`src/rtl/fwc_pkg.sv`:
```
package fwc_pkg;

  typedef enum logic [1:0] {
    OP_PROG = 2'd0,
    OP_SECT = 2'd1,
    OP_CHIP = 2'd2
  } fwc_op_e;

  localparam logic [7:0] ERASED_BYTE = 8'hFF;

  function automatic fwc_op_e decode_op(input logic [1:0] code);
    if (code == 2'd0)      return OP_PROG;
    else if (code == 2'd1) return OP_SECT;
    else                   return OP_CHIP;
  endfunction

  function automatic logic [2:0] cmd_len(input fwc_op_e op);
    return (op == OP_PROG) ? 3'd4 : 3'd6;
  endfunction

endpackage

```
`src/rtl/fwc_cmdgen.sv`:
```
module fwc_cmdgen #(
  parameter int AW = 19
) (
  input  fwc_pkg::fwc_op_e op,
  input  logic [2:0]       idx,
  input  logic [AW-1:0]    tgt,
  input  logic [7:0]       dat,
  output logic [AW-1:0]    a,
  output logic [7:0]       d
);
  import fwc_pkg::*;

  localparam logic [AW-1:0] A_ODD  = AW'(12'h555);
  localparam logic [AW-1:0] A_EVEN = AW'(12'h2AA);

  always_comb begin
    a = A_ODD;
    d = 8'hAA;
    if (op == OP_PROG && idx == 3'd3) begin
      a = tgt;
      d = dat;
    end else begin
      case (idx)
        3'd1, 3'd4: begin a = A_EVEN; d = 8'h55; end
        3'd2:       begin a = A_ODD;  d = (op == OP_PROG) ? 8'hA0 : 8'h80; end
        3'd5: begin
          if (op == OP_SECT) begin a = tgt;   d = 8'h20; end
          else               begin a = A_ODD; d = 8'h10; end
        end
        default:    begin a = A_ODD;  d = 8'hAA; end
      endcase
    end
  end

endmodule

```
`src/rtl/fwc_bus.sv`:
```
module fwc_bus #(
  parameter int AW   = 19,
  parameter int STRB = 3
) (
  input  logic          clk,
  input  logic          rst,
  input  logic          go,
  input  logic          wr,
  input  logic [AW-1:0] addr,
  input  logic [7:0]    wdata,
  output logic          done,
  output logic [7:0]    rdata,
  output logic [AW-1:0] bus_a,
  output logic [7:0]    bus_dq_o,
  output logic          bus_dq_oe,
  input  logic [7:0]    bus_dq_i,
  output logic          bus_ce_n,
  output logic          bus_we_n,
  output logic          bus_oe_n
);
  localparam int CW = (STRB > 1) ? $clog2(STRB) : 1;

  typedef enum logic [1:0] {PH_IDLE, PH_LOW, PH_REC} ph_e;
  ph_e           ph;
  logic [CW-1:0] cnt;
  logic          is_wr;

  always_ff @(posedge clk) begin
    if (rst) begin
      ph        <= PH_IDLE;
      cnt       <= '0;
      is_wr     <= 1'b0;
      done      <= 1'b0;
      rdata     <= '0;
      bus_a     <= '0;
      bus_dq_o  <= '0;
      bus_dq_oe <= 1'b0;
      bus_ce_n  <= 1'b1;
      bus_we_n  <= 1'b1;
      bus_oe_n  <= 1'b1;
    end else begin
      done <= 1'b0;
      case (ph)
        PH_IDLE: if (go) begin
          ph        <= PH_LOW;
          cnt       <= CW'(STRB - 1);
          is_wr     <= wr;
          bus_a     <= addr;
          bus_dq_o  <= wdata;
          bus_dq_oe <= wr;
          bus_ce_n  <= 1'b0;
          bus_we_n  <= !wr;
          bus_oe_n  <= wr;
        end
        PH_LOW: begin
          if (cnt == '0) begin
            ph       <= PH_REC;
            bus_ce_n <= 1'b1;
            bus_we_n <= 1'b1;
            bus_oe_n <= 1'b1;
            if (!is_wr) rdata <= bus_dq_i;
          end else begin
            cnt <= cnt - 1'b1;
          end
        end
        PH_REC: begin
          ph        <= PH_IDLE;
          bus_dq_oe <= 1'b0;
          done      <= 1'b1;
        end
        default: ph <= PH_IDLE;
      endcase
    end
  end

  // a new cycle is only requested while the engine is free
  p_go_when_free_r5: assert property (@(posedge clk) disable iff (rst)
    go |-> (ph == PH_IDLE));
  // address steady while chip enable is low
  p_addr_hold_r5: assert property (@(posedge clk) disable iff (rst)
    (!bus_ce_n && $past(!bus_ce_n)) |-> $stable(bus_a));
  // write strobe only with data driven and output enable off
  p_write_drive_r5: assert property (@(posedge clk) disable iff (rst)
    !bus_we_n |-> (bus_dq_oe && bus_oe_n && !bus_ce_n));

endmodule

```
`src/rtl/fwc_tmo.sv`:
```
module fwc_tmo #(
  parameter int LIMIT = 4096
) (
  input  logic clk,
  input  logic rst,
  input  logic clr,
  input  logic step,
  output logic hit
);
  localparam int TW = $clog2(LIMIT + 1);
  logic [TW-1:0] cnt;

  always_ff @(posedge clk) begin
    if (rst || clr)        cnt <= '0;
    else if (step && !hit) cnt <= cnt + 1'b1;
  end

  assign hit = (cnt == TW'(LIMIT - 1));

  // the comparison count never passes the limit
  p_cnt_bound_r9: assert property (@(posedge clk) disable iff (rst)
    cnt < TW'(LIMIT));

endmodule

```
`src/rtl/flash_wr_ctrl.sv`:
```
module flash_wr_ctrl #(
  parameter int AW       = 19,
  parameter int STRB_CYC = 3,
  parameter int POLL_MAX = 4096
) (
  input  logic          clk,
  input  logic          rst,
  input  logic          req_valid,
  output logic          req_ready,
  input  logic [1:0]    req_op,
  input  logic [AW-1:0] req_addr,
  input  logic [7:0]    req_data,
  output logic          done,
  output logic          ok,
  output logic          timed_out,
  output logic [AW-1:0] fl_a,
  output logic [7:0]    fl_dq_o,
  output logic          fl_dq_oe,
  input  logic [7:0]    fl_dq_i,
  output logic          fl_ce_n,
  output logic          fl_we_n,
  output logic          fl_oe_n
);
  import fwc_pkg::*;

  typedef enum logic [2:0] {S_IDLE, S_CMD, S_ST1, S_ST2, S_VER, S_RR1, S_RR2} st_e;

  st_e           st;
  fwc_op_e       op_q;
  logic [AW-1:0] tgt_q;
  logic [7:0]    dat_q;
  logic [2:0]    idx;
  logic          pend, prev6, rok1;
  logic          go, go_wr;
  logic [AW-1:0] go_a;
  logic [7:0]    go_d;
  logic          bus_done;
  logic [7:0]    bus_rdata;
  logic [AW-1:0] cg_a;
  logic [7:0]    cg_d;
  logic          tmo_hit;
  logic [7:0]    exp_val;
  logic          toggling;

  assign exp_val  = (op_q == OP_PROG) ? dat_q : ERASED_BYTE;
  assign toggling = (bus_rdata[6] != prev6);

  fwc_cmdgen #(.AW(AW)) u_cmd (
    .op(op_q), .idx(idx), .tgt(tgt_q), .dat(dat_q), .a(cg_a), .d(cg_d));

  fwc_bus #(.AW(AW), .STRB(STRB_CYC)) u_bus (
    .clk(clk), .rst(rst), .go(go), .wr(go_wr), .addr(go_a), .wdata(go_d),
    .done(bus_done), .rdata(bus_rdata), .bus_a(fl_a), .bus_dq_o(fl_dq_o),
    .bus_dq_oe(fl_dq_oe), .bus_dq_i(fl_dq_i), .bus_ce_n(fl_ce_n),
    .bus_we_n(fl_we_n), .bus_oe_n(fl_oe_n));

  fwc_tmo #(.LIMIT(POLL_MAX)) u_tmo (
    .clk(clk), .rst(rst), .clr(st == S_ST1),
    .step((st == S_ST2) && bus_done && toggling), .hit(tmo_hit));

  always_ff @(posedge clk) begin
    if (rst) begin
      st        <= S_IDLE;
      op_q      <= OP_PROG;
      tgt_q     <= '0;
      dat_q     <= '0;
      idx       <= '0;
      pend      <= 1'b0;
      prev6     <= 1'b0;
      rok1      <= 1'b0;
      go        <= 1'b0;
      go_wr     <= 1'b0;
      go_a      <= '0;
      go_d      <= '0;
      req_ready <= 1'b1;
      done      <= 1'b0;
      ok        <= 1'b0;
      timed_out <= 1'b0;
    end else begin
      go   <= 1'b0;
      done <= 1'b0;
      case (st)
        S_IDLE: if (req_valid && req_ready) begin
          op_q      <= decode_op(req_op);
          tgt_q     <= req_addr;
          dat_q     <= req_data;
          idx       <= '0;
          pend      <= 1'b1;
          req_ready <= 1'b0;
          st        <= S_CMD;
        end
        S_CMD: begin
          if (pend) begin
            pend <= 1'b0; go <= 1'b1; go_wr <= 1'b1; go_a <= cg_a; go_d <= cg_d;
          end else if (bus_done) begin
            if (idx == cmd_len(op_q) - 3'd1) begin
              go <= 1'b1; go_wr <= 1'b0; go_a <= tgt_q;
              st <= S_ST1;
            end else begin
              idx  <= idx + 3'd1;
              pend <= 1'b1;
            end
          end
        end
        S_ST1: if (bus_done) begin
          prev6 <= bus_rdata[6];
          go <= 1'b1; go_wr <= 1'b0; go_a <= tgt_q;
          st <= S_ST2;
        end
        S_ST2: if (bus_done) begin
          if (!toggling) begin
            go <= 1'b1; go_wr <= 1'b0; go_a <= tgt_q;
            st <= S_VER;
          end else if (tmo_hit) begin
            done <= 1'b1; ok <= 1'b0; timed_out <= 1'b1;
            req_ready <= 1'b1; st <= S_IDLE;
          end else begin
            prev6 <= bus_rdata[6];
            go <= 1'b1; go_wr <= 1'b0; go_a <= tgt_q;
          end
        end
        S_VER: if (bus_done) begin
          if (bus_rdata == exp_val) begin
            done <= 1'b1; ok <= 1'b1; timed_out <= 1'b0;
            req_ready <= 1'b1; st <= S_IDLE;
          end else begin
            go <= 1'b1; go_wr <= 1'b0; go_a <= tgt_q;
            st <= S_RR1;
          end
        end
        S_RR1: if (bus_done) begin
          rok1 <= (bus_rdata == exp_val);
          go <= 1'b1; go_wr <= 1'b0; go_a <= tgt_q;
          st <= S_RR2;
        end
        S_RR2: if (bus_done) begin
          done <= 1'b1; ok <= rok1 && (bus_rdata == exp_val); timed_out <= 1'b0;
          req_ready <= 1'b1; st <= S_IDLE;
        end
        default: st <= S_IDLE;
      endcase
    end
  end

  // acceptance drops ready on the next clock
  p_accept_drops_ready_r10: assert property (@(posedge clk) disable iff (rst)
    (req_valid && req_ready) |=> !req_ready);
  // ready only returns together with completion
  p_ready_with_done_r10: assert property (@(posedge clk) disable iff (rst)
    $rose(req_ready) |-> done);
  // completion is a single-clock pulse
  p_done_pulse_r11: assert property (@(posedge clk) disable iff (rst)
    done |=> !done);
  // a timeout never reports success
  p_timeout_fails_r9: assert property (@(posedge clk) disable iff (rst)
    (done && timed_out) |-> !ok);
  // no read strobe while command writes are still being sent
  p_no_read_in_cmd_r6: assert property (@(posedge clk) disable iff (rst)
    (st == S_CMD) |-> fl_oe_n);

endmodule

```
`config.mk`:
```
export PLATFORM = sky130hd
export DESIGN_NAME = flash_wr_ctrl
export DESIGN_NICKNAME = d
export VERILOG_FILES = /design/src/rtl/fwc_pkg.sv /design/src/rtl/fwc_cmdgen.sv /design/src/rtl/fwc_bus.sv /design/src/rtl/fwc_tmo.sv /design/src/rtl/flash_wr_ctrl.sv
export SDC_FILE = /design/constraint.sdc
export NUM_CORES = 1
export LEC_CHECK = 0
export ABC_AREA = 1
export BUFFER_PORTS_ARGS = -buffer_cell sky130_fd_sc_hd__buf_2
export CORE_ASPECT_RATIO = 0.7
export CORE_MARGIN = 1
export CORE_UTILIZATION = 48
export DETAILED_ROUTE_END_ITERATION = 8
export PLACE_DENSITY = 0.76
export SETUP_SLACK_MARGIN = 0.5
export SLEW_MARGIN = 30
export SYNTH_ARGS = -nofsm -noshare
export SYNTH_HDL_FRONTEND = slang
export SYNTH_SLANG_ARGS = --single-unit
```
`constraint.sdc`:
```
create_clock -name clk -period 2.5 [get_ports clk]
set_input_delay 0.25 -clock clk [delete_from_list [all_inputs] [get_ports clk]]
set_output_delay 0.25 -clock clk [all_outputs]
set_load 0.05 [all_outputs]
```
==> impl_metrics.yaml, run 1 <==
sta:
  setup_viol: 0
  tightest_slew_ps: 705.1
  slew_headroom_pct: 52.94
  fin_crit_ps: 1864
  fin_tns_setup_ps: 0
  setup_ws_ps: 636.4
  period_share_pct: 74.54
  drv_slew: 0
  max_freq_ghz: 0.5366
  skew_ps: 7.271
  grt_setup_unrepaired: "no"
  hold_violations: 0
synthesis:
  synthArstFlopShare_pct: 0
  synth_cell_types: 35
  syn_nets: 851
  avgSynthCellArea_um2: 7.059
  ys_seq_elements: 129
  synth_cells: 804
  synth_edf_count: 0
  synth_area_mm2: 0.005675
  ys_seq_area_share_pct: 45.50
  synth_warnings: 0
  synth_ff_type: "dfxtp_1"
clock_network:
  clock-sinks: 129
  htreeDepth: 4
  cts_buffer_depth: 2
  clkTransAtPathRegs_ps: 60
  cts_tree: "done"
  numCtsBuffers: 17
  clk_latency_ps: 420
  root_buffer: "clkbuf_16"
finish:
  nets: 926
  area_delta_synth_final_pct: 22.20
  antenna_cells: 0
  drive_above_1_share_pct: 17.15
grt:
  grt_pass1_wl_um: 22070
  globalRouteOverflowTotal: 0
  antenna_found_initial: 0
  grt_pass1_vias: 4492
  grt_start_max_net_pins: 81
  grt_use_total_pct: 22.60
floorplanning:
  rows: 32
  die_y_um: 92.98
  io_pins: 75
  start_util_pct: 50.44
  fp.dieW_um: 132.0
  dieArea_mm2: 0.01227
  fp.coreArea_mm2: 0.01125
setup_path:
  path_max_fanout: 11
  crit_path_start_kind: "flip-flop"
  cp-end-kind: "flip-flop"
  cp.required_ps: 2850
  arrival_ps: 2210
  crit_type: "flip-flop to flip-flop"
worst_hold_path:
  hold_class: "primary input to flip-flop"
place:
  portBuffers: 74
  place.gp.congestion: 0.9293
  place_hpwl_um: 8750
  place_ws_ps: 397.3
power_and_ir_drop:
  cellLeakagePower_nw: 3.051
  vdd_drop_max_mv: 0.5677
  p_per_area_mw_per_mm2: 1082
route:
  drtIter0Drc: 448
  vias: 5201
  routedWlPerCell_um: 12.82
  viasPerCell: 4.977
  first_pass_iters: 4
  drc: 0
  finalWirelength_um: 13390
  final_antenna_net_count: 0
job:
  max-cap-violations: 0
outcome:
  outcome: "completed"
-- cells in the final DEF, fill, tap and decap left out, types with 4 or more instances in the layout --
master / Yosys / final
inv_2: 6 / 7
nor2_1: 145 / 145
clkbuf_16: 0 / 17
nand2_2: 4 / 4
nor3_1: 4 / 4
buf_2: 6 / 74
nand4_1: 6 / 6
ha_1: 7 / 6
a21oi_1: 76 / 75
buf_12: 0 / 5
nand3_1: 32 / 32
nor2_2: 4 / 5
a211oi_1: 5 / 5
o21ai_0: 77 / 76
a31oi_1: 5 / 5
buf_4: 0 / 8
dfxtp_1: 129 / 126
clkinvlp_4: 0 / 4
inv_1: 80 / 79
bufinv_16: 0 / 4
nand2_1: 158 / 158
nor2_4: 3 / 6
-- cells by family after synthesis --
| family | Yosys count | share of synthesized area [%] |
|---|---|---|
| flip-flops | 129 | 45.50 |
| buffers and inverters | 122 | 8.862 |
| XOR/XNOR | 6 | 0.9261 |
| adder cells (fa/ha/maj) | 7 | 1.543 |
| AO/OA/AOI/OAI | 174 | 16.29 |
| AND/OR/NAND/NOR | 366 | 26.87 |
-- where the power goes --
part,total (mW),internal [mW],switching (mW),leakage [nW]
registers,2.64,2.42,0.221,1.05
clock network,2.68,1.76,0.928,0.303
logic,2.18,0.719,1.46,1.70
total,7.50,4.89,2.61,3.05
-- area by class of cell --
cell class | instances | area (um^2)
fillers | 963 | 4315
well taps | 153 | 191.4
clock buffers | 21 | 470.5
inverters | 87 | 326.6
multi-input cells | 557 | 2654
clock inverters | 11 | 176.4
flip-flops and latches | 129 | 2586
repair buffers | 87 | 530.5
-- Yosys cell counts (5+ instances only) --
library cell	n	share of area, %
a211oi_1	5	0.66
a21oi_1	76	6.7
a31oi_1	5	0.55
buf_2	6	0.53
buf_6	5	0.99
clkbuf_1	24	1.6
dfxtp_1	129	46
ha_1	7	1.5
inv_1	80	5.3
inv_2	6	0.40
nand2_1	158	10
nand3_1	32	2.8
nand4_1	6	0.66
nor2_1	145	9.6
o21ai_0	77	6.8
-- stage by stage --
step	instances	total power, mW	cell area [um^2]	hold slack, ps	util (%)
4_1_cts	1038	7.416	6815	52.49	60.58
3_3_place_gp	1004	4.670	6146	439.2	54.63
5_1_grt	1045	7.936	6935	57.59	61.64
2_1_floorplan	804	4.234	5675	384.9	-
6_report	1045	7.502	6935	59.48	61.64
3_5_place_dp	1004	4.697	6146	442.8	54.63
-- path summary, 6_finish.rpt --
kind	from	end	slack [ps]	depth (start not counted)
setup / recovery	st[0]	go_a[8]	640	11
hold / removal	req_addr[10]	tgt_q[10]	60	3
setup reg to reg	st[0]	go_a[8]	640	11
hold reg to reg	tgt_q[13]	tgt_q[13]	450	2
-- worst max-delay path, stage by stage (launching register included) --
cell     delay (ps)
dfxtp_1         410
inv_2            80
nor2_2          110
nand2_2         150
nor2_4          170
inv_2           130
nand3_2         140
nand2_2         110
nor2_4          200
buf_12          150
nor2_1           40
nor2_1          100
-- flip-flops by register name, indices dropped and copies added, names as in the netlist, 2 cells and up --
signal / flops
u_bus.ph: 2
go_d: 8
u_bus.cnt: 2
st: 3
u_tmo.cnt: 13
u_bus.bus_a: 19
u_bus.rdata: 8
u_bus.bus_dq_o: 8
go_a: 19
op_q: 2
tgt_q: 19
idx: 3
dat_q: 8
-- what timing repair did --
action | 4_1_cts | 5_1_grt
hold buffers | 0 | 0
setup endpoints to repair | 20 | 27
buffers inserted | 0 | 5
gates resized for setup | 2 | 9
gates cloned | 2 | 2
pin swaps | 2 | 4
-- metal layers --
layer  routed length [um]  track usage, %  part of all wire [%]  vias up
met5                    0               0                     0        -
met4                  150           6.880                   1.1        0
met3                  941           5.528                   7.0       17
met2                 5383           31.70                    40      171
met1                 6917           33.61                    52     2274
li1                     -               -                     -     2739
Note: power is estimated with default switching activity, not from simulation.
==> run 2: changes to the inputs <==
--- a/config.mk
+++ b/config.mk
@@ -11,7 +11,7 @@
 export CORE_MARGIN = 1
 export CORE_UTILIZATION = 48
 export DETAILED_ROUTE_END_ITERATION = 8
-export PLACE_DENSITY = 0.76
+export PLACE_DENSITY = 0.79
 export SETUP_SLACK_MARGIN = 0.5
 export SLEW_MARGIN = 30
 export SYNTH_ARGS = -nofsm -noshare
==> constraint.sdc (replaced) <==
create_clock -name clk -period 1.7 [get_ports clk]
set_input_delay 0.17 -clock clk [delete_from_list [all_inputs] [get_ports clk]]
set_output_delay 0.17 -clock clk [all_outputs]
set_load 0.05 [all_outputs]
==> impl_metrics.yaml, run 2 (synthesized netlist as in run 1, its figures left out) <==
setup_path:
  max_stage_delay_ps: 360
  cp_common_cell: "nor2_4"
  crit_path_start_kind: "flip-flop"
  reg2reg_slack_ps: -270
  r2r-start: "op_q[0]"
  crit_type: "flip-flop to flip-flop"
  cp.depth: 13
  ff2ff_path_depth: 13
  startpoint: "op_q[0]"
  cp.required_ps: 2060
  timing.rr.end: "go_a[8]"
  cp_top_family: "simple AND/OR/NAND/NOR gates"
  worstPathCellList: "nor2_4 > clkbuf_16 > buf_8 > o21ai_4 > nand3_2 > nor2_4 > nand2_2 > nand3_4 > nand2_4 > nor2_4 > clkbuf_16 > nor2_1 > nor2_1"
  path_buf_inv: 3
  crit_end: "go_a[8]"
  path_max_fanout: 13
  arrival_ps: 2330
  cp-end-kind: "flip-flop"
  slowest_stage: "dfxtp_2"
floorplanning:
  io_pins: 75
  start_util_pct: 50.44
  fp.dieW_um: 132.0
  rows: 32
  dieArea_mm2: 0.01227
  fp.coreArea_mm2: 0.01125
  die_y_um: 92.98
power_and_ir_drop:
  cellLeakagePower_nw: 3.680
  p_per_area_mw_per_mm2: 1547
  power.net_switching_mw: 5.357
  seqPwrFrac_pct: 29.3
  pwr-share-clk_pct: 28.5
  sw_frac_of_total_pct: 39.32
  intPower_mw: 8.266
  power_mw: 13.62
  vdd_drop_max_mv: 0.9549
  comb_power_share_pct: 42.1
finish:
  nets: 1001
  top_regs: "go_a x19, tgt_q x19, u_bus.bus_a x19"
  mostFrequentLayoutCells: "dfxtp_1 (112), nand2_1 (106), nor2_1 (104)"
  area_delta_synth_final_pct: 55.20
  drive_above_1_share_pct: 41.05
  antenna_cells: 0
  final_common_cell: "dfxtp_1"
job:
  max-cap-violations: 0
sta:
  grt_setup_unrepaired: "yes"
  tightest_slew_ps: 532.5
  setup_ws_ps: -271.4
  slew_headroom_pct: 64.24
  period_share_pct: 116.0
  hold_violations: 0
  fin_crit_ps: 1971
  setup_viol: 37
  max_freq_ghz: 0.5072
  whs_ps: 2.674
  skew_ps: 12.48
  drv_slew: 0
route:
  vias: 6614
  first_pass_iters: 6
  drc: 0
  routedWlPerCell_um: 20.34
  finalWirelength_um: 22780
  drtIter0Drc: 995
  viasPerCell: 5.905
  final_antenna_net_count: 0
worst_hold_path:
  hold_class: "primary input to flip-flop"
  hold_start: "req_data[3]"
  min_path_cells: 3
outcome:
  violations: "negative setup slack"
  outcome: "finished, violations left"
clock_network:
  root_buffer: "clkbuf_16"
  numCtsBuffers: 17
  clkTransAtPathRegs_ps: 60
  cts_tree: "done"
  htreeDepth: 4
  clk_latency_ps: 440
  cts_buffer_depth: 2
  clock-sinks: 129
grt:
  grt_pass1_wl_um: 28060
  grt_start_max_net_pins: 90
  globalRouteOverflowTotal: 0
  antenna_found_initial: 0
  grt_pass1_vias: 5596
  grt_use_total_pct: 29.78
place:
  portBuffers: 74
  place.gp.congestion: 0.8717
  place_hpwl_um: 9233
[run 2: final cells by class]
type / instances / area, um^2
clock buffers: 24 / 481.7
clock inverters: 8 / 125.1
fillers: 636 / 2442
inverters: 87 / 374.1
multi-input cells: 553 / 3388
flip-flops and latches: 129 / 2624
well taps: 153 / 191.4
repair buffers: 164 / 1608
repair inverters: 2 / 16.27
[run 2: how the worst min path moves through the flow]
stage,slack (ps),to
4_1_cts,1,tgt_q[2]
6_report,3,dat_q[3]
5_1_grt,2,tgt_q[8]
3_3_place_gp,390,tgt_q[0]
3_5_place_dp,400,tgt_q[0]
2_1_floorplan,300,tgt_q[5]
[run 2: worst reg2reg max path, delay by kind of cell (launching register included)]
| family | cells | cell delay [ps] |
|---|---|---|
| flip-flops | 1 | 360 |
| buffers and inverters | 3 | 520 |
| AND/OR/NAND/NOR | 9 | 970 |
| AO/OA/AOI/OAI | 1 | 60 |
[run 2: through the flow]
step                cells  util, %  area (um^2)  setup TNS [ps]  setup slack [ps]
finish               1120    78.29         8808           -5901            -271.4
CTS                  1098    70.85         7971          -102.9            -42.49
global placement     1027    57.41         6459               0             62.02
floorplan             804        -         5844               0             178.3
global route         1120    78.29         8808           -8253            -355.5
detailed placement   1027    57.41         6459               0             19.78
[run 2: power groups by stage]
| stage | Sequential [mW] | Combinational (mW) | Clock, mW |
|---|---|---|---|
| after detailed placement | 3.92 | 3.29 | 0 |
| after CTS | 3.91 | 4.31 | 3.78 |
| final | 3.99 | 5.74 | 3.89 |
| after floorplan | 4.14 | 2.30 | 0 |
| after global placement | 3.91 | 3.22 | 0 |
| after global routing | 4.03 | 6.03 | 4.00 |
[run 2: metal layers]
layer | vias to the layer above | track usage, % | wire, um
li1 | 2893 | - | -
met2 | 587 | 44.66 | 9907
met4 | 0 | 17.15 | 1533
met5 | - | 0 | 0
met3 | 166 | 7.317 | 2572
met1 | 2968 | 39.22 | 8768
[run 2: what timing repair did]
action | CTS | global route
hold buffers | 7 | 0
setup endpoints to repair | 101 | 152
endpoints found under the hold margin | 7 | 0
pin swaps | 27 | 40
buffers inserted | 22 | 16
resized for setup | 139 | 184
cloned | 10 | 6
